**config.mk**
```make
export PLATFORM = sky130hd
export DESIGN_NAME = winrs_window_resizer
export DESIGN_NICKNAME = d
export VERILOG_FILES = /design/src/rtl/winrs_pkg.sv /design/src/rtl/winrs_interval_timer.sv /design/src/rtl/winrs_event_counter.sv /design/src/rtl/winrs_size_ctrl.sv /design/src/rtl/winrs_grow_stall.sv /design/src/rtl/winrs_window_resizer.sv
export SDC_FILE = /design/constraint.sdc
export NUM_CORES = 1
export LEC_CHECK = 0
export BUFFER_PORTS_ARGS = -buffer_cell sky130_fd_sc_hd__buf_2
export CELL_PAD_IN_SITES_DETAIL_PLACEMENT = 2
export CELL_PAD_IN_SITES_GLOBAL_PLACEMENT = 2
export CORE_MARGIN = 10
export CORE_UTILIZATION = 37
export DETAILED_ROUTE_END_ITERATION = 8
export PLACE_DENSITY_LB_ADDON = 0.2
export SLEW_MARGIN = 10
export SYNTH_ARGS = -nofsm -noshare
export SYNTH_HDL_FRONTEND = slang
export SYNTH_SLANG_ARGS = --single-unit
```
**constraint.sdc**
```tcl
create_clock -name clk_i -period 9.6 [get_ports clk_i]
set_clock_uncertainty 0.15 [all_clocks]
set_input_delay 1.92 -clock clk_i [delete_from_list [all_inputs] [get_ports clk_i]]
set_output_delay 1.92 -clock clk_i [all_outputs]
set_load 0.02 [all_outputs]
```
**src/rtl/winrs_pkg.sv**
```systemverilog
package winrs_pkg;

  typedef enum logic [1:0] {
    ACT_HOLD   = 2'd0,
    ACT_GROW   = 2'd1,
    ACT_SHRINK = 2'd2,
    ACT_CLAMP  = 2'd3
  } resize_act_e;

endpackage

```
**src/rtl/winrs_interval_timer.sv**
```systemverilog
module winrs_interval_timer #(
  parameter int INTERVAL_CYCLES = 256,
  localparam int TW = (INTERVAL_CYCLES < 2) ? 1 : $clog2(INTERVAL_CYCLES)
) (
  input  logic clk_i,
  input  logic rst_ni,
  output logic boundary_o
);

  logic [TW-1:0] tick_q;

  assign boundary_o = (tick_q == TW'(INTERVAL_CYCLES - 1));

  always_ff @(posedge clk_i or negedge rst_ni) begin
    if (!rst_ni)         tick_q <= '0;
    else if (boundary_o) tick_q <= '0;
    else                 tick_q <= tick_q + 1'b1;
  end

  // boundaries are isolated single-cycle pulses
  a_r1_single_pulse: assert property (@(posedge clk_i) disable iff (!rst_ni)
    boundary_o |=> !boundary_o);

endmodule

```
**src/rtl/winrs_event_counter.sv**
```systemverilog
module winrs_event_counter #(
  parameter int CW = 9
) (
  input  logic          clk_i,
  input  logic          rst_ni,
  input  logic          hazard_i,
  input  logic          boundary_i,
  output logic [CW-1:0] loss_cnt_o
);

  logic [CW-1:0] cnt_q;
  logic [CW:0]   sum;

  // include the pulse of the current cycle so the last cycle of the interval counts
  assign sum        = {1'b0, cnt_q} + {{CW{1'b0}}, hazard_i};
  assign loss_cnt_o = sum[CW] ? {CW{1'b1}} : sum[CW-1:0];

  always_ff @(posedge clk_i or negedge rst_ni) begin
    if (!rst_ni)         cnt_q <= '0;
    else if (boundary_i) cnt_q <= '0;
    else                 cnt_q <= loss_cnt_o;
  end

  // nothing carries across a boundary
  a_r2_clear: assert property (@(posedge clk_i) disable iff (!rst_ni)
    boundary_i |=> (cnt_q == '0));

endmodule

```
**src/rtl/winrs_size_ctrl.sv**
```systemverilog
module winrs_size_ctrl
  import winrs_pkg::*;
#(
  parameter int NUM_SEGS = 16,
  parameter int MIN_SEGS = 2,
  parameter int CW       = 9,
  localparam int SEG_W   = $clog2(NUM_SEGS + 1)
) (
  input  logic             clk_i,
  input  logic             rst_ni,
  input  logic             boundary_i,
  input  logic [CW-1:0]    loss_cnt_i,
  input  logic [CW-1:0]    thr_hi_i,
  input  logic [CW-1:0]    thr_lo_i,
  input  logic [SEG_W-1:0] cap_i,
  output logic [SEG_W-1:0] size_o,
  output logic             grow_o
);

  localparam logic [SEG_W-1:0] MinV = SEG_W'(MIN_SEGS);
  localparam logic [SEG_W-1:0] MaxV = SEG_W'(NUM_SEGS);

  logic [SEG_W-1:0] size_q, size_d, cap_eff;
  resize_act_e      act;

  always_comb begin
    if (cap_i < MinV)      cap_eff = MinV;
    else if (cap_i > MaxV) cap_eff = MaxV;
    else                   cap_eff = cap_i;
  end

  // clamp first, then grow over shrink
  always_comb begin
    act = ACT_HOLD;
    if (size_q > cap_eff)
      act = ACT_CLAMP;
    else if ((loss_cnt_i > thr_hi_i) && (size_q < cap_eff))
      act = ACT_GROW;
    else if ((loss_cnt_i < thr_lo_i) && (size_q > MinV))
      act = ACT_SHRINK;
  end

  always_comb begin
    unique case (act)
      ACT_CLAMP:  size_d = cap_eff;
      ACT_GROW:   size_d = size_q + 1'b1;
      ACT_SHRINK: size_d = size_q - 1'b1;
      default:    size_d = size_q;
    endcase
  end

  assign grow_o = boundary_i && (act == ACT_GROW);
  assign size_o = size_q;

  always_ff @(posedge clk_i or negedge rst_ni) begin
    if (!rst_ni)         size_q <= MaxV;
    else if (boundary_i) size_q <= size_d;
  end

  a_r5_floor: assert property (@(posedge clk_i) disable iff (!rst_ni)
    size_q >= MinV);

  a_r6_cap: assert property (@(posedge clk_i) disable iff (!rst_ni)
    boundary_i |=> (size_q <= $past(cap_eff)));

  a_r1_hold: assert property (@(posedge clk_i) disable iff (!rst_ni)
    !boundary_i |=> $stable(size_q));

  // never grows by more than one segment
  a_r3_step: assert property (@(posedge clk_i) disable iff (!rst_ni)
    boundary_i |=> ({1'b0, size_q} <= {1'b0, $past(size_q)} + 1'b1));

endmodule

```
**src/rtl/winrs_grow_stall.sv**
```systemverilog
module winrs_grow_stall #(
  parameter int GROW_DELAY = 5,
  localparam int SW = (GROW_DELAY < 1) ? 1 : $clog2(GROW_DELAY + 1)
) (
  input  logic clk_i,
  input  logic rst_ni,
  input  logic grow_i,
  output logic stall_o
);

  if (GROW_DELAY == 0) begin : g_no_delay
    assign stall_o = 1'b0;
  end else begin : g_delay
    logic [SW-1:0] left_q;

    always_ff @(posedge clk_i or negedge rst_ni) begin
      if (!rst_ni)             left_q <= '0;
      else if (grow_i)         left_q <= SW'(GROW_DELAY);
      else if (left_q != '0)   left_q <= left_q - 1'b1;
    end

    assign stall_o = (left_q != '0);

    a_r7_bound: assert property (@(posedge clk_i) disable iff (!rst_ni)
      left_q <= SW'(GROW_DELAY));

    a_r7_start: assert property (@(posedge clk_i) disable iff (!rst_ni)
      grow_i |=> stall_o);
  end

endmodule

```
**src/rtl/winrs_window_resizer.sv**
```systemverilog
module winrs_window_resizer #(
  parameter int INTERVAL_CYCLES = 256,
  parameter int NUM_SEGS        = 16,
  parameter int MIN_SEGS        = 2,
  parameter int GROW_DELAY      = 5,
  localparam int SEG_W          = $clog2(NUM_SEGS + 1),
  localparam int CNT_W          = $clog2(INTERVAL_CYCLES + 1)
) (
  input  logic             clk_i,
  input  logic             rst_ni,
  input  logic             hazard_i,
  input  logic [SEG_W-1:0] cap_i,
  input  logic [CNT_W-1:0] thr_hi_i,
  input  logic [CNT_W-1:0] thr_lo_i,
  output logic [SEG_W-1:0] active_segs_o,
  output logic             stall_o
);

  logic             boundary;
  logic             grow;
  logic [CNT_W-1:0] loss_cnt;

  winrs_interval_timer #(.INTERVAL_CYCLES(INTERVAL_CYCLES)) u_timer (
    .clk_i      (clk_i),
    .rst_ni     (rst_ni),
    .boundary_o (boundary)
  );

  winrs_event_counter #(.CW(CNT_W)) u_events (
    .clk_i      (clk_i),
    .rst_ni     (rst_ni),
    .hazard_i   (hazard_i),
    .boundary_i (boundary),
    .loss_cnt_o (loss_cnt)
  );

  winrs_size_ctrl #(
    .NUM_SEGS (NUM_SEGS),
    .MIN_SEGS (MIN_SEGS),
    .CW       (CNT_W)
  ) u_size (
    .clk_i      (clk_i),
    .rst_ni     (rst_ni),
    .boundary_i (boundary),
    .loss_cnt_i (loss_cnt),
    .thr_hi_i   (thr_hi_i),
    .thr_lo_i   (thr_lo_i),
    .cap_i      (cap_i),
    .size_o     (active_segs_o),
    .grow_o     (grow)
  );

  winrs_grow_stall #(.GROW_DELAY(GROW_DELAY)) u_stall (
    .clk_i   (clk_i),
    .rst_ni  (rst_ni),
    .grow_i  (grow),
    .stall_o (stall_o)
  );

  // a stall only ever begins together with a larger window
  a_r7_only_on_grow: assert property (@(posedge clk_i) disable iff (!rst_ni)
    $rose(stall_o) |-> (active_segs_o > $past(active_segs_o)));

endmodule

```
==> run_results.csv <==
group,metric,value,unit
grt,grtUsageTotal,13.0,%
die,dieArea,8680,um^2
flow_run,drv_cap,0,
die,die_x,93.1,um
sta,finalSetupViolCount,0,
cts,postCtsHoldBufs,0,
logic_synthesis,ys_ff_latch,25,
sta,fmax,168,MHz
worst_setup_path,crit_type,"input pin to register",
die,fp-row-count,26,
power,seq_power_share,37.6,%
sta,min_period,5.94,ns
cts,numCtsBuffers,3,
logic_synthesis,async_reset_ff_share,100,%
logic_synthesis,syn_nets,282,
logic_synthesis,syn_inst,222,
hold_path,hp-start,"u_timer.tick_q[0]",
placed_design,numPlacedInstances,319,
grt,grt_pass1_wl,9230,um
grt,busiest_layer,"met2",
logic_synthesis,yosysUniqueCellTypes,41,
cts,cts.sinks,25,
cts,cts_tree,"yes",
logic_synthesis,netlist_area,1980,um^2
routing,vias,1668,
hold_path,min_to,"u_timer.tick_q[0]",
power,cellInternalPower,0.000216,W
grt,grt-ovfl-total,0,
cts,clk_latency,0.28,ns
finish,final_cells,323,
power,cellLeakagePower,1.19,nW
worst_setup_path,rr_endpoint,"u_size.size_o[4]",
logic_synthesis,postSynthAreaPerCell,8.92,um^2
cts,cts_resized,0,
power,peakVddDrop,0.0645,mV
sta,slew_violations,0,
logic_synthesis,synth_ff_type,"dfrtp_1",
logic_synthesis,synth_warnings,0,
worst_setup_path,critPathSlowestCell,"fa_1",
sta,finalCritPeriodShare,61.9,%
power,finalPower,0.000357,W
cts,cts_root_buffer,"clkbuf_8",
worst_setup_path,cp_common_cell,"ha_1",
worst_setup_path,critPathRequiredTime,9.64,ns
finish,fin_util,43.8,%
worst_setup_path,r2r_setup_slack,5.03,ns
worst_setup_path,timing.rr.start,"u_events.cnt_q[0]",
die,start_util,38.5,%
hold_path,holdPathStages,1,
grt,groute.layer.met2.usage,23.9,%
logic_synthesis,synth_common_cells,"ha_1, inv_1, nand2_1",
worst_setup_path,crit_path_max_incr_delay,0.44,ns
die,die_y,93.1,um
logic_synthesis,synthDominantCellAreaShare,30.3,%
grt,grt_max_degree,26,
grt,grt_use_met3,2.64,%
worst_setup_path,cp-start-kind,"input pin",
cts,cts_max_level,1,
sta,finalSetupTns,0,ns
power,pwr-share-clk,18.2,%
cts,post_cts_buffers,0,
hold_path,min_path_type,"register to register",
routing,dr.pass1.iters,4,
run_status,outcome,"complete, no violations",
grt,grt_pass1_vias,1860,
finish,finish.net_count,314,
power,comb_power_share,44.2,%
routing,routed_wl,5440,um
power,power.switching,0.000141,W
grt,gr-usage-met1,15.3,%
sta,rsz0062_at_grt,"false",
routing,ant_nets,0,
placed_design,port_buffers,31,
sta,tightest_slew,0.726,ns
finish,area_growth_syn_to_layout,13.8,%
logic_synthesis,ys_seq_area_share,31.7,%
sta,hold_viol,0,
worst_setup_path,startpoint,"hazard_i",
logic_synthesis,synth-edff-count,0,
routing,drc_errors,0,
placed_design,dpl.hpwl,4600,um
die,top_level_ports,32,
power,p_sw_share,39.6,%
routing,post_drt_via_cell_ratio,5.16,
worst_setup_path,cp-end-kind,"register",
worst_setup_path,cp_max_fo,5,
finish,drive_gt1_share,16.6,%
placed_design,place.gp.congestion,0.757,
worst_setup_path,worst_ep_arrival_time,5.98,ns
routing,drt_iter0_markers,18,
worst_setup_path,rr_worst_depth,18,
logic_synthesis,yosysTopAreaCell,"dfrtp_1",
cts,cts.clk_slew.worst_paths,0.10,ns
cts,clock_path_buffers,2,
power,power_density,159,nW/um^2
logic_synthesis,yosys-top-cells-area,"dfrtp_1, ha_1, inv_1",
grt,grt_antenna_before_repair,0,
worst_setup_path,path_cells,"buf_2 -> ha_1 -> ha_1 -> nand3_1 -> or2_2 -> mux2_2 -> ha_1 -> nand4_1 -> nor2_1 -> o21a_1 -> o21ai_0 -> and2_1 -> ha_1 -> fa_1 -> a21o_1 -> a21oi_1 -> xor2_1 -> o22ai_1 -> a22oi_1",
routing,wl_per_cell,16.8,um
finish,antenna_cells,0,
die,coreArea,5140,um^2
sta,max_slew_margin,51.5,%
logic_synthesis,yosysMostFrequentCell,"ha_1",
[worst max-delay path: cells and delay by family]
| family | cells | cell delay, ns |
|---|---|---|
| buf+inv | 1 | 0.08 |
| compound gates | 6 | 0.98 |
| xor+xnor | 1 | 0.24 |
| mux | 1 | 0.30 |
| simple gates | 5 | 0.94 |
| fa+ha+maj | 5 | 1.50 |
[metal layers]
metal	vias up	share of wire, %
met4	0	0.31
met1	805	44
met2	25	52
li1	836	-
met5	-	0
met3	2	3.1
[flip-flops by register name, summed over array words and instances, names as in the netlist]
name	count
u_events.cnt_q	9
u_stall.g_delay.left_q	3
u_timer.tick_q	8
u_size.size_o	5
[cell type report]
class / count / area [um^2]
Clock inverter: 1 / 7.51
Tap cell: 70 / 87.6
Sequential cell: 25 / 627
Fill cell: 615 / 2890
Inverter: 25 / 93.8
Multi-Input combinational cell: 168 / 1240
Clock buffer: 3 / 41.3
Timing Repair Buffer: 31 / 155
[per-stage QoR]
stage | area (um^2) | hold slack, ns | worst slack, ns
3_3_place_gp | 2200 | 0.325 | 3.65
2_1_floorplan | 1980 | 0.297 | 3.96
3_5_place_dp | 2200 | 0.329 | 3.40
5_1_grt | 2250 | 0.364 | 3.36
6_report | 2250 | 0.337 | 3.66
4_1_cts | 2250 | 0.344 | 3.67
[cells by family (layout without fill, tap and decap cells)]
family / count (synthesis) / count (layout) / share of synthesized area [%]
and+or+nand+nor: 68 / 68 / 16.8
adders and majority gates: 34 / 34 / 21.9
muxes: 4 / 4 / 2.21
buffers and inverters: 29 / 60 / 5.63
xor gates and xnor gates: 13 / 13 / 5.75
DFF: 25 / 25 / 31.7
AOI/OAI and AO/OA: 49 / 49 / 16.1
[placed cells by master (no fill, tap or decap), types with 2 or more instances in the layout]
cell,netlist,final
ha_1,33,33
buf_2,2,31
inv_1,25,25
nand2_1,25,25
dfrtp_1,24,24
a21oi_1,18,18
nand3_1,12,12
nor2_1,11,11
xor2_1,9,9
o21ai_0,7,7
nor2b_1,7,7
o21a_1,4,4
nand4_1,4,4
xnor2_1,4,4
mux2_2,3,3
o211ai_1,3,3
clkbuf_8,0,3
o221ai_1,2,2
a31oi_1,2,2
and3_1,2,2
and4_1,2,2
a21o_1,2,2
[power groups by stage]
stage	sequential, W	combinational [W]	clock, W
2_1_floorplan	0.000132	0.000113	0
3_3_place_gp	0.000136	0.000154	0
3_5_place_dp	0.000136	0.000161	0
4_1_cts	0.000134	0.000162	0.0000690
5_1_grt	0.000137	0.000184	0.0000725
6_report	0.000134	0.000158	0.0000650
[worst max path at each step]
stage | to | slack (ns) | depth (start not counted)
floorplan | u_size.size_o[4] | 3.96 | 18
global placement | u_size.size_o[4] | 3.65 | 19
detailed placement | u_size.size_o[4] | 3.40 | 19
CTS | u_size.size_o[4] | 3.67 | 19
global route | u_size.size_o[4] | 3.36 | 18
finish | u_size.size_o[4] | 3.66 | 19
Power figures use the tool's default switching activity.
